$ cat config.mk
export PLATFORM = sky130hd
export DESIGN_NAME = auxdma_regs
export DESIGN_NICKNAME = d
export VERILOG_FILES = /design/src/rtl/auxdma_pkg.sv /design/src/rtl/auxdma_decode.sv /design/src/rtl/auxdma_start_ctl.sv /design/src/rtl/auxdma_regs.sv
export SDC_FILE = /design/constraint.sdc
export NUM_CORES = 1
export LEC_CHECK = 0
export ABC_AREA = 1
export BUFFER_PORTS_ARGS = -buffer_cell sky130_fd_sc_hd__buf_2
export CAP_MARGIN = 20
export CORE_MARGIN = 2
export CORE_UTILIZATION = 54
export DETAILED_ROUTE_END_ITERATION = 6
export HOLD_SLACK_MARGIN = 0.1
export PLACE_DENSITY = 0.79
export SLEW_MARGIN = 5
export SYNTH_ARGS = -nofsm -noshare
export SYNTH_HDL_FRONTEND = slang
export SYNTH_SLANG_ARGS = --single-unit
$ cat constraint.sdc
create_clock -name clk -period 2.3 [get_ports clk]
set_clock_uncertainty 0.15 [all_clocks]
set_input_delay 0.115 -clock clk [delete_from_list [all_inputs] [get_ports clk]]
set_output_delay 0.115 -clock clk [all_outputs]
set_load 0.02 [all_outputs]
$ cat src/rtl/auxdma_pkg.sv
package auxdma_pkg;

    localparam int HW_W  = 16;          // bus half-word width
    localparam int WD_W  = 2 * HW_W;    // full register width
    localparam int WIN_W = 12;          // offset bits inside the window

    localparam logic [WIN_W-1:0] OFS_MAIN_HI = 12'h000;
    localparam logic [WIN_W-1:0] OFS_MAIN_LO = 12'h002;
    localparam logic [WIN_W-1:0] OFS_AUX_HI  = 12'h004;
    localparam logic [WIN_W-1:0] OFS_AUX_LO  = 12'h006;
    localparam logic [WIN_W-1:0] OFS_CNT_HI  = 12'h008;
    localparam logic [WIN_W-1:0] OFS_CNT_LO  = 12'h00A;
    localparam logic [WIN_W-1:0] OFS_INFO    = 12'h010;
    localparam logic [WIN_W-1:0] OFS_MODE    = 12'h012;
    localparam logic [WIN_W-1:0] OFS_REFR    = 12'h014;

    typedef enum logic [3:0] {
        SEL_NONE, SEL_MAIN_HI, SEL_MAIN_LO, SEL_AUX_HI, SEL_AUX_LO,
        SEL_CNT_HI, SEL_CNT_LO, SEL_INFO, SEL_MODE, SEL_REFR
    } reg_sel_e;

    typedef struct packed {
        logic [WD_W-1:0] main_addr;
        logic [WD_W-1:0] aux_addr;
        logic [WD_W-1:0] cnt;
        logic [HW_W-1:0] info;
        logic [HW_W-1:0] mode;
        logic [HW_W-1:0] refr;
    } regs_t;

    function automatic logic [HW_W-1:0] read_half(regs_t r, reg_sel_e s);
        case (s)
            SEL_MAIN_HI: return r.main_addr[WD_W-1:HW_W];
            SEL_MAIN_LO: return r.main_addr[HW_W-1:0];
            SEL_AUX_HI:  return r.aux_addr[WD_W-1:HW_W];
            SEL_AUX_LO:  return r.aux_addr[HW_W-1:0];
            SEL_CNT_HI:  return r.cnt[WD_W-1:HW_W];
            SEL_CNT_LO:  return r.cnt[HW_W-1:0];
            SEL_INFO:    return r.info;
            SEL_MODE:    return r.mode;
            SEL_REFR:    return r.refr;
            default:     return '0;
        endcase
    endfunction

endpackage

$ cat src/rtl/auxdma_decode.sv
module auxdma_decode
    import auxdma_pkg::*;
(
    input  logic [WIN_W-1:0] ofs,
    output reg_sel_e         sel
);
    always_comb begin
        case (ofs)
            OFS_MAIN_HI: sel = SEL_MAIN_HI;
            OFS_MAIN_LO: sel = SEL_MAIN_LO;
            OFS_AUX_HI:  sel = SEL_AUX_HI;
            OFS_AUX_LO:  sel = SEL_AUX_LO;
            OFS_CNT_HI:  sel = SEL_CNT_HI;
            OFS_CNT_LO:  sel = SEL_CNT_LO;
            OFS_INFO:    sel = SEL_INFO;
            OFS_MODE:    sel = SEL_MODE;
            OFS_REFR:    sel = SEL_REFR;
            default:     sel = SEL_NONE;
        endcase
    end
endmodule

$ cat src/rtl/auxdma_start_ctl.sv
module auxdma_start_ctl (
    input  logic clk,
    input  logic rst,
    input  logic req,
    input  logic busy_i,
    output logic start_o,
    output logic err_o
);
    typedef struct packed {
        logic start;
        logic err;
    } ctl_t;

    ctl_t ctl_d, ctl_q;
    logic busy;

    always_comb begin
        busy        = busy_i | ctl_q.start;
        ctl_d.start = req & ~busy;
        ctl_d.err   = ctl_q.err | (req & busy);
    end

    always_ff @(posedge clk) begin
        if (rst) ctl_q <= '0;
        else     ctl_q <= ctl_d;
    end

    assign start_o = ctl_q.start;
    assign err_o   = ctl_q.err;

    AST_START_ONE_CYCLE: assert property (@(posedge clk) disable iff (rst) start_o |=> !start_o);
    AST_IDLE_REQ_STARTS: assert property (@(posedge clk) disable iff (rst) (req && !busy_i && !start_o) |=> start_o);
    AST_BUSY_BLOCKS:     assert property (@(posedge clk) disable iff (rst) (req && (busy_i || start_o)) |=> (!start_o && err_o));
    AST_ERR_STICKY:      assert property (@(posedge clk) disable iff (rst) err_o |=> err_o);
endmodule

$ cat src/rtl/auxdma_regs.sv
module auxdma_regs
    import auxdma_pkg::*;
#(
    parameter logic [31:0] BASE       = 32'h0000_5000,
    parameter int          ALIGN_BITS = 5
) (
    input  logic            clk,
    input  logic            rst,
    input  logic [31:0]     bus_addr,
    input  logic            bus_wr,
    input  logic            bus_rd,
    input  logic            bus_word,
    input  logic [WD_W-1:0] bus_wdata,
    output logic            rd_valid,
    output logic [WD_W-1:0] rd_data,
    input  logic            dma_busy,
    output logic            dma_start,
    output logic            dma_err
);
    localparam int              LANES      = 2;
    localparam logic [HW_W-1:0] ALIGN_MASK = ~((HW_W'(1) << ALIGN_BITS) - HW_W'(1));

    typedef struct packed {
        regs_t           regs;
        logic            rd_valid;
        logic [WD_W-1:0] rd_data;
    } state_t;

    state_t   st_d, st_q;
    logic     hit;
    logic     start_req;
    logic     [WIN_W-1:0] lane_ofs  [LANES];
    reg_sel_e             lane_sel  [LANES];
    logic     [HW_W-1:0]  lane_data [LANES];
    logic                 lane_act  [LANES];

    // Lane 0 is the upper-half access (or the only one), lane 1 the lower half at +2.
    always_comb begin
        lane_ofs[0]  = bus_word ? {bus_addr[WIN_W-1:2], 2'b00} : bus_addr[WIN_W-1:0];
        lane_ofs[1]  = lane_ofs[0] + WIN_W'(2);
        lane_data[0] = bus_word ? bus_wdata[WD_W-1:HW_W] : bus_wdata[HW_W-1:0];
        lane_data[1] = bus_wdata[HW_W-1:0];
        lane_act[0]  = 1'b1;
        lane_act[1]  = bus_word;
    end

    for (genvar g = 0; g < LANES; g++) begin : g_lane
        auxdma_decode u_dec (
            .ofs (lane_ofs[g]),
            .sel (lane_sel[g])
        );
    end

    function automatic regs_t apply_write(regs_t r, reg_sel_e s, logic [HW_W-1:0] v);
        regs_t n = r;
        case (s)
            SEL_MAIN_HI: n.main_addr[WD_W-1:HW_W] = v;
            SEL_MAIN_LO: n.main_addr[HW_W-1:0]    = v & ALIGN_MASK;
            SEL_AUX_HI:  n.aux_addr[WD_W-1:HW_W]  = v;
            SEL_AUX_LO:  n.aux_addr[HW_W-1:0]     = v & ALIGN_MASK;
            SEL_CNT_HI:  n.cnt[WD_W-1:HW_W]       = v;
            SEL_CNT_LO:  n.cnt[HW_W-1:0]          = v & ALIGN_MASK;
            SEL_INFO:    n.info                   = v;
            SEL_MODE:    n.mode                   = v;
            SEL_REFR:    n.refr                   = v;
            default:     n = r;
        endcase
        return n;
    endfunction

    always_comb begin
        st_d      = st_q;
        hit       = (bus_addr[31:WIN_W] == BASE[31:WIN_W]);
        start_req = 1'b0;
        // Writes: upper-half lane first, then lower-half lane, in that order.
        for (int i = 0; i < LANES; i++) begin
            if (hit && bus_wr && lane_act[i]) begin
                st_d.regs = apply_write(st_d.regs, lane_sel[i], lane_data[i]);
                if (lane_sel[i] == SEL_CNT_LO) start_req = 1'b1;
            end
        end
        // Reads: sampled from the registered state, one cycle of latency.
        st_d.rd_valid = hit && bus_rd;
        if (hit && bus_rd)
            st_d.rd_data = bus_word ? {read_half(st_q.regs, lane_sel[0]), read_half(st_q.regs, lane_sel[1])}
                                    : {{HW_W{1'b0}}, read_half(st_q.regs, lane_sel[0])};
        else
            st_d.rd_data = '0;
    end

    always_ff @(posedge clk) begin
        if (rst) st_q <= '0;
        else     st_q <= st_d;
    end

    auxdma_start_ctl u_start (
        .clk     (clk),
        .rst     (rst),
        .req     (start_req),
        .busy_i  (dma_busy),
        .start_o (dma_start),
        .err_o   (dma_err)
    );

    assign rd_valid = st_q.rd_valid;
    assign rd_data  = st_q.rd_data;

    AST_RESET_CLEARS:  assert property (@(posedge clk) rst |=> (st_q.regs == '0 && !rd_valid && !dma_start && !dma_err));
    AST_MAIN_ALIGNED:  assert property (@(posedge clk) disable iff (rst) st_q.regs.main_addr[ALIGN_BITS-1:0] == '0 && st_q.regs.aux_addr[ALIGN_BITS-1:0] == '0);
    AST_CNT_ALIGNED:   assert property (@(posedge clk) disable iff (rst) st_q.regs.cnt[ALIGN_BITS-1:0] == '0);
    AST_CNT_HI_QUIET:  assert property (@(posedge clk) disable iff (rst) (hit && bus_wr && !bus_word && lane_sel[0] == SEL_CNT_HI) |=> !dma_start);
    AST_RD_LATENCY:    assert property (@(posedge clk) disable iff (rst) (hit && bus_rd) |=> rd_valid);
    AST_OUTSIDE_QUIET: assert property (@(posedge clk) disable iff (rst) (!hit) |=> (!rd_valid && st_q.regs == $past(st_q.regs)));
    AST_READ_NO_SIDE:  assert property (@(posedge clk) disable iff (rst) (!bus_wr) |=> (st_q.regs == $past(st_q.regs) && !dma_start));
endmodule

# Word-level counts from Yosys, hierarchy flattened
# Memory sizes are Yosys's and may differ from the RTL's.
# Index checks and enable logic that the tools add are counted.
# W data, S select, Z words.
dict set report word_totals {
  regBits 179
  romBits 256
  out_inout_bits 35
  mem_count 2
}
# memory words width read_ports rd_clocked_by_memory_dff write_ports line
set mem_list {}
lappend mem_list {{(no name shown)} 32 4 1 0 0 auxdma_decode.sv:8} ;# case (ofs)
lappend mem_list {{(no name shown)} 32 4 1 0 0 auxdma_decode.sv:8}
dict set report classes {
  add_sub_neg 1
  n_eq_ne 19
  muxes 31
  n_bitwise 7
  reduce_logical 7
}
# operator count
set ops {}
lappend ops {{$mux W16} 20}
lappend ops {{$mux W144} 2}
lappend ops {{$pmux W16 S9} 2}
lappend ops {{$eq A4 B3 Y1 const B} 8}
lappend ops {{$eq A20 B3 Y1 const B} 1}
lappend ops {{$eq A4 B2 Y1 const B} 4}
lappend ops {{$eq A4 B4 Y1 const B} 4}
lappend ops {{$logic_not A7 Y1} 2}
lappend ops {{$add A12 B2 Y12 const B} 1}
lappend ops {{$eq A4 B1 Y1 const B} 2}
lappend ops {{$mux W4} 2}
lappend ops {{$mux W1} 4}
lappend ops {{$logic_and A1 B1 Y1} 3}
lappend ops {{$not A1 Y1} 3}
lappend ops {{$reduce_or A3 Y1} 1}
lappend ops {{$and A1 B1 Y1} 2}
lappend ops {{$mux W2} 1}
lappend ops {{$or A1 B1 Y1} 2}
lappend ops {{$reduce_or A2 Y1} 1}

# Longest topological paths before layout
# An unclocked memory read counts as a cell.
dict set report depth {
  ltp_word 10
  ltp_mapped 19
  depth_no_buf 19
}

# Hierarchy
# Synthesis repeated with hierarchy kept, for this count alone.
dict set report unflattened {
  hier_cells 2203
  hier_area_um2 12537.0
}
# module instances cells_each area_each_um2 seq_area_each_um2
set by_module_without_submodules {}
lappend by_module_without_submodules {auxdma_regs 1 2114 12145.4 3543.4}
lappend by_module_without_submodules {auxdma_decode 2 38 153.9 0.0}
lappend by_module_without_submodules {auxdma_start_ctl 1 13 83.8 40.0}

# Least setup slack after synthesis
# OpenSTA, ideal clock, no wires.
dict set report synth_timing {
  kind {input port to flip-flop}
  startpoint {in bus_addr[1]}
  endpoint {reg st_q[57] (netlist name)}
  arrival_ps 1926
  t_required_ps 2014
  slack_ps 88
  stages 17
  cell_sequence {inv_1 > nor2_1 > ha_1 > inv_1 > nand2_1 > nand2_1 > nand3_1 > nand3_1 > nand2_2 > nor2_1 > nor2_2 > nand2_2 > nor2_1 > inv_2 > buf_2 > o21ai_0 > a31oi_1}
}
dict set report synth_between {
  elab_chain_cells 8
  word_cells_on_any_way 13
  classes_between {add/sub: 1; eq/ne: 2; mux: 7; reduce/logical: 1; memory: 2}
}
# item line
set synth_lines {}
lappend synth_lines {{start: declaration} auxdma_regs.sv:9} ;# input logic [31:0] bus_addr,
lappend synth_lines {{$mux W2 (*)} auxdma_regs.sv:39} ;# lane_ofs[0] = bus_word ? {bus_addr[WIN_W-1:2], 2'b00} : bus_addr[WIN_W-1:0];
lappend synth_lines {{parallel branches: the longest is 6 deep, another holds $add A12 B2 Y12} --}
lappend synth_lines {{$mux W144 (*)} auxdma_regs.sv:77} ;# if (hit && bus_wr && lane_act[i]) begin
lappend synth_lines {{end signal: assignment} auxdma_regs.sv:93} ;# else st_q <= st_d;
lappend synth_lines {{end: declaration} auxdma_regs.sv:29} ;# state_t st_d, st_q;
# Mark *: on every way between the ends.
# A chain may end at the register's enable or synchronous reset.

# Worst setup path after layout
dict set report layout_timing {
  startpoint {in bus_addr[1]}
  endpoint {reg st_q (netlist bit rd_data[6])}
}
dict set report layout_between {
  elab_chain_cells 7
  word_cells_on_any_way 28
  classes_between {add/sub: 1; eq/ne: 18; mux: 6; reduce/logical: 1; memory: 2}
}
# item line
set layout_lines {}
lappend layout_lines {{$mux W2 (*)} auxdma_regs.sv:39}
lappend layout_lines {{$add A12 B2 Y12} auxdma_regs.sv:40} ;# lane_ofs[1] = lane_ofs[0] + WIN_W'(2);
lappend layout_lines {{$mem_v2 Z32 W4 or $logic_not A7 Y1 (tied branches)} --}
lappend layout_lines {{$mux W4} auxdma_decode.sv:8}
lappend layout_lines {{$eq A4 B4 Y1, or another cell as far along} auxdma_pkg.sv:32} ;# case (s)
lappend layout_lines {{$pmux W16 S9} auxdma_pkg.sv:32}
lappend layout_lines {{$mux W16 (*)} auxdma_regs.sv:85} ;# st_d.rd_data = bus_word ? {read_half(st_q.regs, lane_sel[0]), read_half(st_q.regs, lane_sel[1])}
# Mark *: on every way between the ends. The rest lies on a longest branch, timed or not.

==> tab_implementation.tex <==
\begin{tabular}{lr}
\hline
Metric & Value \\
\hline
\multicolumn{2}{l}{\textbf{Detailed routing}} \\
Total Wirelength & roughly 41 mm \\
WL per Instance & approximately 20 um \\
Total via count after detailed routing & between 10000 and 15000 \\
Violation count after the first detailed-route iteration & between 1500 and 2000 \\
Post-route antenna net violation count & 0 \\
Number of remaining DRC errors & 6 \\
First drt pass iteration count & 7 \\
Post-detailed-route via-to-cell ratio & 5.99 \\
\multicolumn{2}{l}{\textbf{Finish}} \\
Share of post-route cells with drive strength above 1 & 19.2\% \\
Fill cell instance count of the final layout & roughly 1700 \\
Final \#Nets & approximately 1900 \\
Post-route design area & between 10000 and 15000 um\^{}2 \\
Number of antenna cells inserted & 0 \\
Synth-to-Final Area Change & 24.3\% \\
\multicolumn{2}{l}{\textbf{Synth}} \\
Share of the synthesized area in the top cell type & between 30\% and 40\% \\
Post-synthesis sequential area ratio & a little over a third \\
Top post-synthesis cells by area & sky130\_fd\_sc\_hd\_\_dfxtp\_1, sky130\_fd\_sc\_hd\_\_nand2\_1, sky130\_fd\_sc\_hd\_\_nand3\_1 \\
Post-synthesis net count & around 1700 \\
Synthesis warning total & 0 \\
Synthesized instance count & 1657 \\
Post-synth top area cell & sky130\_fd\_sc\_hd\_\_dfxtp\_1 \\
Mean cell area of the mapped netlist & $\sim$6.2 um\^{}2 \\
Post-synthesis register bit count & between 150 and 200 \\
Synth unique cells & 42 \\
Post-Synthesis Cell Area & slightly above 10000 um\^{}2 \\
\multicolumn{2}{l}{\textbf{Pwr}} \\
Tot Pwr & about 6700 uW \\
PwrDens & slightly above 500 nW/um\^{}2 \\
VDD IR-drop max & around 0.00056 V \\
P\_leak & about 0.0056 uW \\
\multicolumn{2}{l}{\textbf{Timing}} \\
Unrepaired setup endpoints after global routing & yes \\
Max-slew violations & 0 \\
Final period utilization & 93.9\% \\
Clock period minus worst slack & $\sim$2200 ps \\
Maximum achievable frequency & 463 MHz \\
Final setup violation count & 0 \\
Max-Slew Margin vs Limit & between 20\% and 30\% \\
Final number of hold-violating endpoints & 0 \\
Transition time of the tightest slew-check pin & 1120 ps \\
\multicolumn{2}{l}{\textbf{Worst setup path}} \\
Required time of the critical path & $\sim$2500 ps \\
Worst setup path start & bus\_addr[1] \\
Reg-to-Reg Start & st\_q[63] \\
Kind of start point of the critical path & primary input \\
Critical setup path kind & primary input to flop \\
Maximum fanout along the worst path & 4 \\
Data arrival time of the worst path & roughly 2400 ps \\
Category of the worst setup path capture point & flop \\
\multicolumn{2}{l}{\textbf{GRT}} \\
Number of global-route vias before repair & around 12000 \\
Total congestion overflow & 0 \\
First-pass GRT wire length & 63.7 mm \\
Number of antenna violations at the first check in global routing & 0 \\
Pin count of the biggest net entering global routing & 95 \\
GRT Resource Usage Total & around two fifths \\
\multicolumn{2}{l}{\textbf{Floorplan}} \\
IO Pins & between 100 and 150 \\
Die Ht & approximately 140 um \\
Number of core rows & 50 \\
Core area & 18700 um\^{}2 \\
Die extent in x & around 140 um \\
Initial core utilization & between 50\% and 60\% \\
Overall die area & roughly 20000 um\^{}2 \\
\multicolumn{2}{l}{\textbf{Clocking}} \\
H-tree level count & 4 \\
Clock slew at the register clock pins of the worst setup and hold paths & about 70 ps \\
Root cell of the clock tree & sky130\_fd\_sc\_hd\_\_clkbuf\_16 \\
TritonCTS clock tree & built \\
Clock buffer count from CTS & 17 \\
Clock latency on the worst-skew pair & $\sim$440 ps \\
CTS Buffer Depth & 2 \\
Num Clock Sinks & around 180 \\
\multicolumn{2}{l}{\textbf{Min path}} \\
Type of the most critical hold path & primary input to flop \\
Origin of the worst min-delay path & bus\_wdata[28] \\
\multicolumn{2}{l}{\textbf{Run}} \\
Number of max-capacitance violations reported & 0 \\
\multicolumn{2}{l}{\textbf{Placed design}} \\
Total placed instance area & 11900 um\^{}2 \\
Gp weighted congestion & roughly 1.0 \\
Buffers added on ports & about 100 \\
Half-perimeter wire length of the detailed placement result & roughly 30 mm \\
\multicolumn{2}{l}{\textbf{Outcome}} \\
Status & finished, violations left \\
Violations in the final reports & design-rule violations \\
\hline
\end{tabular}
-- flip-flops by register name, summed over array words and instances, names as in the netlist --
signal	count
st_q	144
rd_data	32
rd_valid	1
u_start.err_o	1
u_start.start_o	1
-- cells by family (layout without fill, tap and decap cells) --
| kind of cell | after synthesis | after routing | synth area share [%] |
|---|---|---|---|
| DFF | 179 | 179 | 34.7 |
| and+or+nand+nor | 971 | 971 | 40.4 |
| AOI/OAI and AO/OA | 277 | 277 | 14.5 |
| buffers and inverters | 229 | 412 | 10.3 |
| adders and majority gates | 1 | 1 | 0.121 |
-- cells in the mapped netlist (all sizes together) --
library cell and count:
nand2 559, dfxtp 179, nor2 175, nand3 168
a21oi 131, inv 111, o21ai 99, buf 85
clkbuf 32, nand4 26, a31oi 22, nor3 20
a21boi 10, or2 9, nand3b 6, nor4 5
o22ai 5, a211oi 4, a22oi 3, o221ai 3
and2 2, clkinv 1, ha 1, nor3b 1
-- area by class of cell --
cell class / count / area, um^2 / area share (%)
Sequential cell: 179 / 3580 / 27.9
Inverter: 112 / 423 / 3.29
Timing Repair Buffer: 268 / 2180 / 17.0
Clock buffer: 18 / 439 / 3.42
Multi-Input combinational cell: 1249 / 5750 / 44.8
Clock inverter: 14 / 169 / 1.32
Tap cell: 234 / 293 / 2.28
-- power breakdown --
group | internal (uW) | leakage (uW) | switching [uW] | total, uW
clock | 1580 | 0.000287 | 1430 | 3000
sequential | 3100 | 0.00144 | 0.0000162 | 3100
combinational | 200 | 0.00383 | 360 | 560
-- placed cells by master (no fill, tap or decap), drive strengths merged, types with 9 or more instances in the layout --
master | netlist | routed
o21ai | 99 | 99
a21boi | 10 | 10
a21oi | 131 | 131
nor2 | 175 | 175
a31oi | 22 | 22
nand4 | 26 | 26
nand3 | 168 | 168
or2 | 9 | 9
buf | 85 | 242
nor3 | 20 | 20
inv | 111 | 116
clkbuf | 32 | 18
dlygate4sd3 | 0 | 26
nand2 | 559 | 559
dfxtp | 179 | 179
-- worst paths after layout --
check,to,slack (ps),cells past startpoint
setup reg to reg,rd_data[14],770,5
hold reg to reg,st_q[116],310,2
setup / recovery,rd_data[6],140,17
hold / removal,st_q[93],110,6
-- timing repair --
action / CTS / global route
buffers inserted: 0 / 3
endpoints found under the setup margin: 0 / 69
endpoints found under the hold margin: 74 / 0
hold buffers: 26 / 0
resized for setup: 0 / 27
-- stage by stage --
stage          cells  hold slack (ps)  setup slack, ps  util (%)  TNS [ps]
6_report        2074              115              139      68.6         0
5_1_grt         2074              156            -24.1      68.6     -24.1
4_1_cts         2071              110             63.5      68.0         0
3_5_place_dp    2013              233             -338      63.4    -20110
3_3_place_gp    2013              222             -244      63.4    -11710
2_1_floorplan   1657             99.9             87.9         -         0
-- per-layer routing --
metal | GRT usage, % | share of wire (%) | wire length, um
met1 | 48.3 | 37 | 15200
met2 | 68.5 | 46 | 19100
met3 | 7.23 | 9.5 | 3940
met4 | 28.7 | 7.8 | 3210
met5 | 0 | 0 | 0
-- critical path: stages --
cell and delay [ps]:
sky130_fd_sc_hd__buf_2 100, sky130_fd_sc_hd__inv_1 50, sky130_fd_sc_hd__nor2_2 100, sky130_fd_sc_hd__ha_2 310, sky130_fd_sc_hd__nor3_1 230, sky130_fd_sc_hd__nand2_1 100
sky130_fd_sc_hd__nand2_2 70, sky130_fd_sc_hd__buf_4 140, sky130_fd_sc_hd__nand3_2 110, sky130_fd_sc_hd__buf_4 170, sky130_fd_sc_hd__nor2_1 240, sky130_fd_sc_hd__nand3_1 160
sky130_fd_sc_hd__nand2_1 90, sky130_fd_sc_hd__nor2_1 60, sky130_fd_sc_hd__nand3_1 80, sky130_fd_sc_hd__nand2_1 60, sky130_fd_sc_hd__a21oi_1 150
Power figures use the tool's default switching activity.
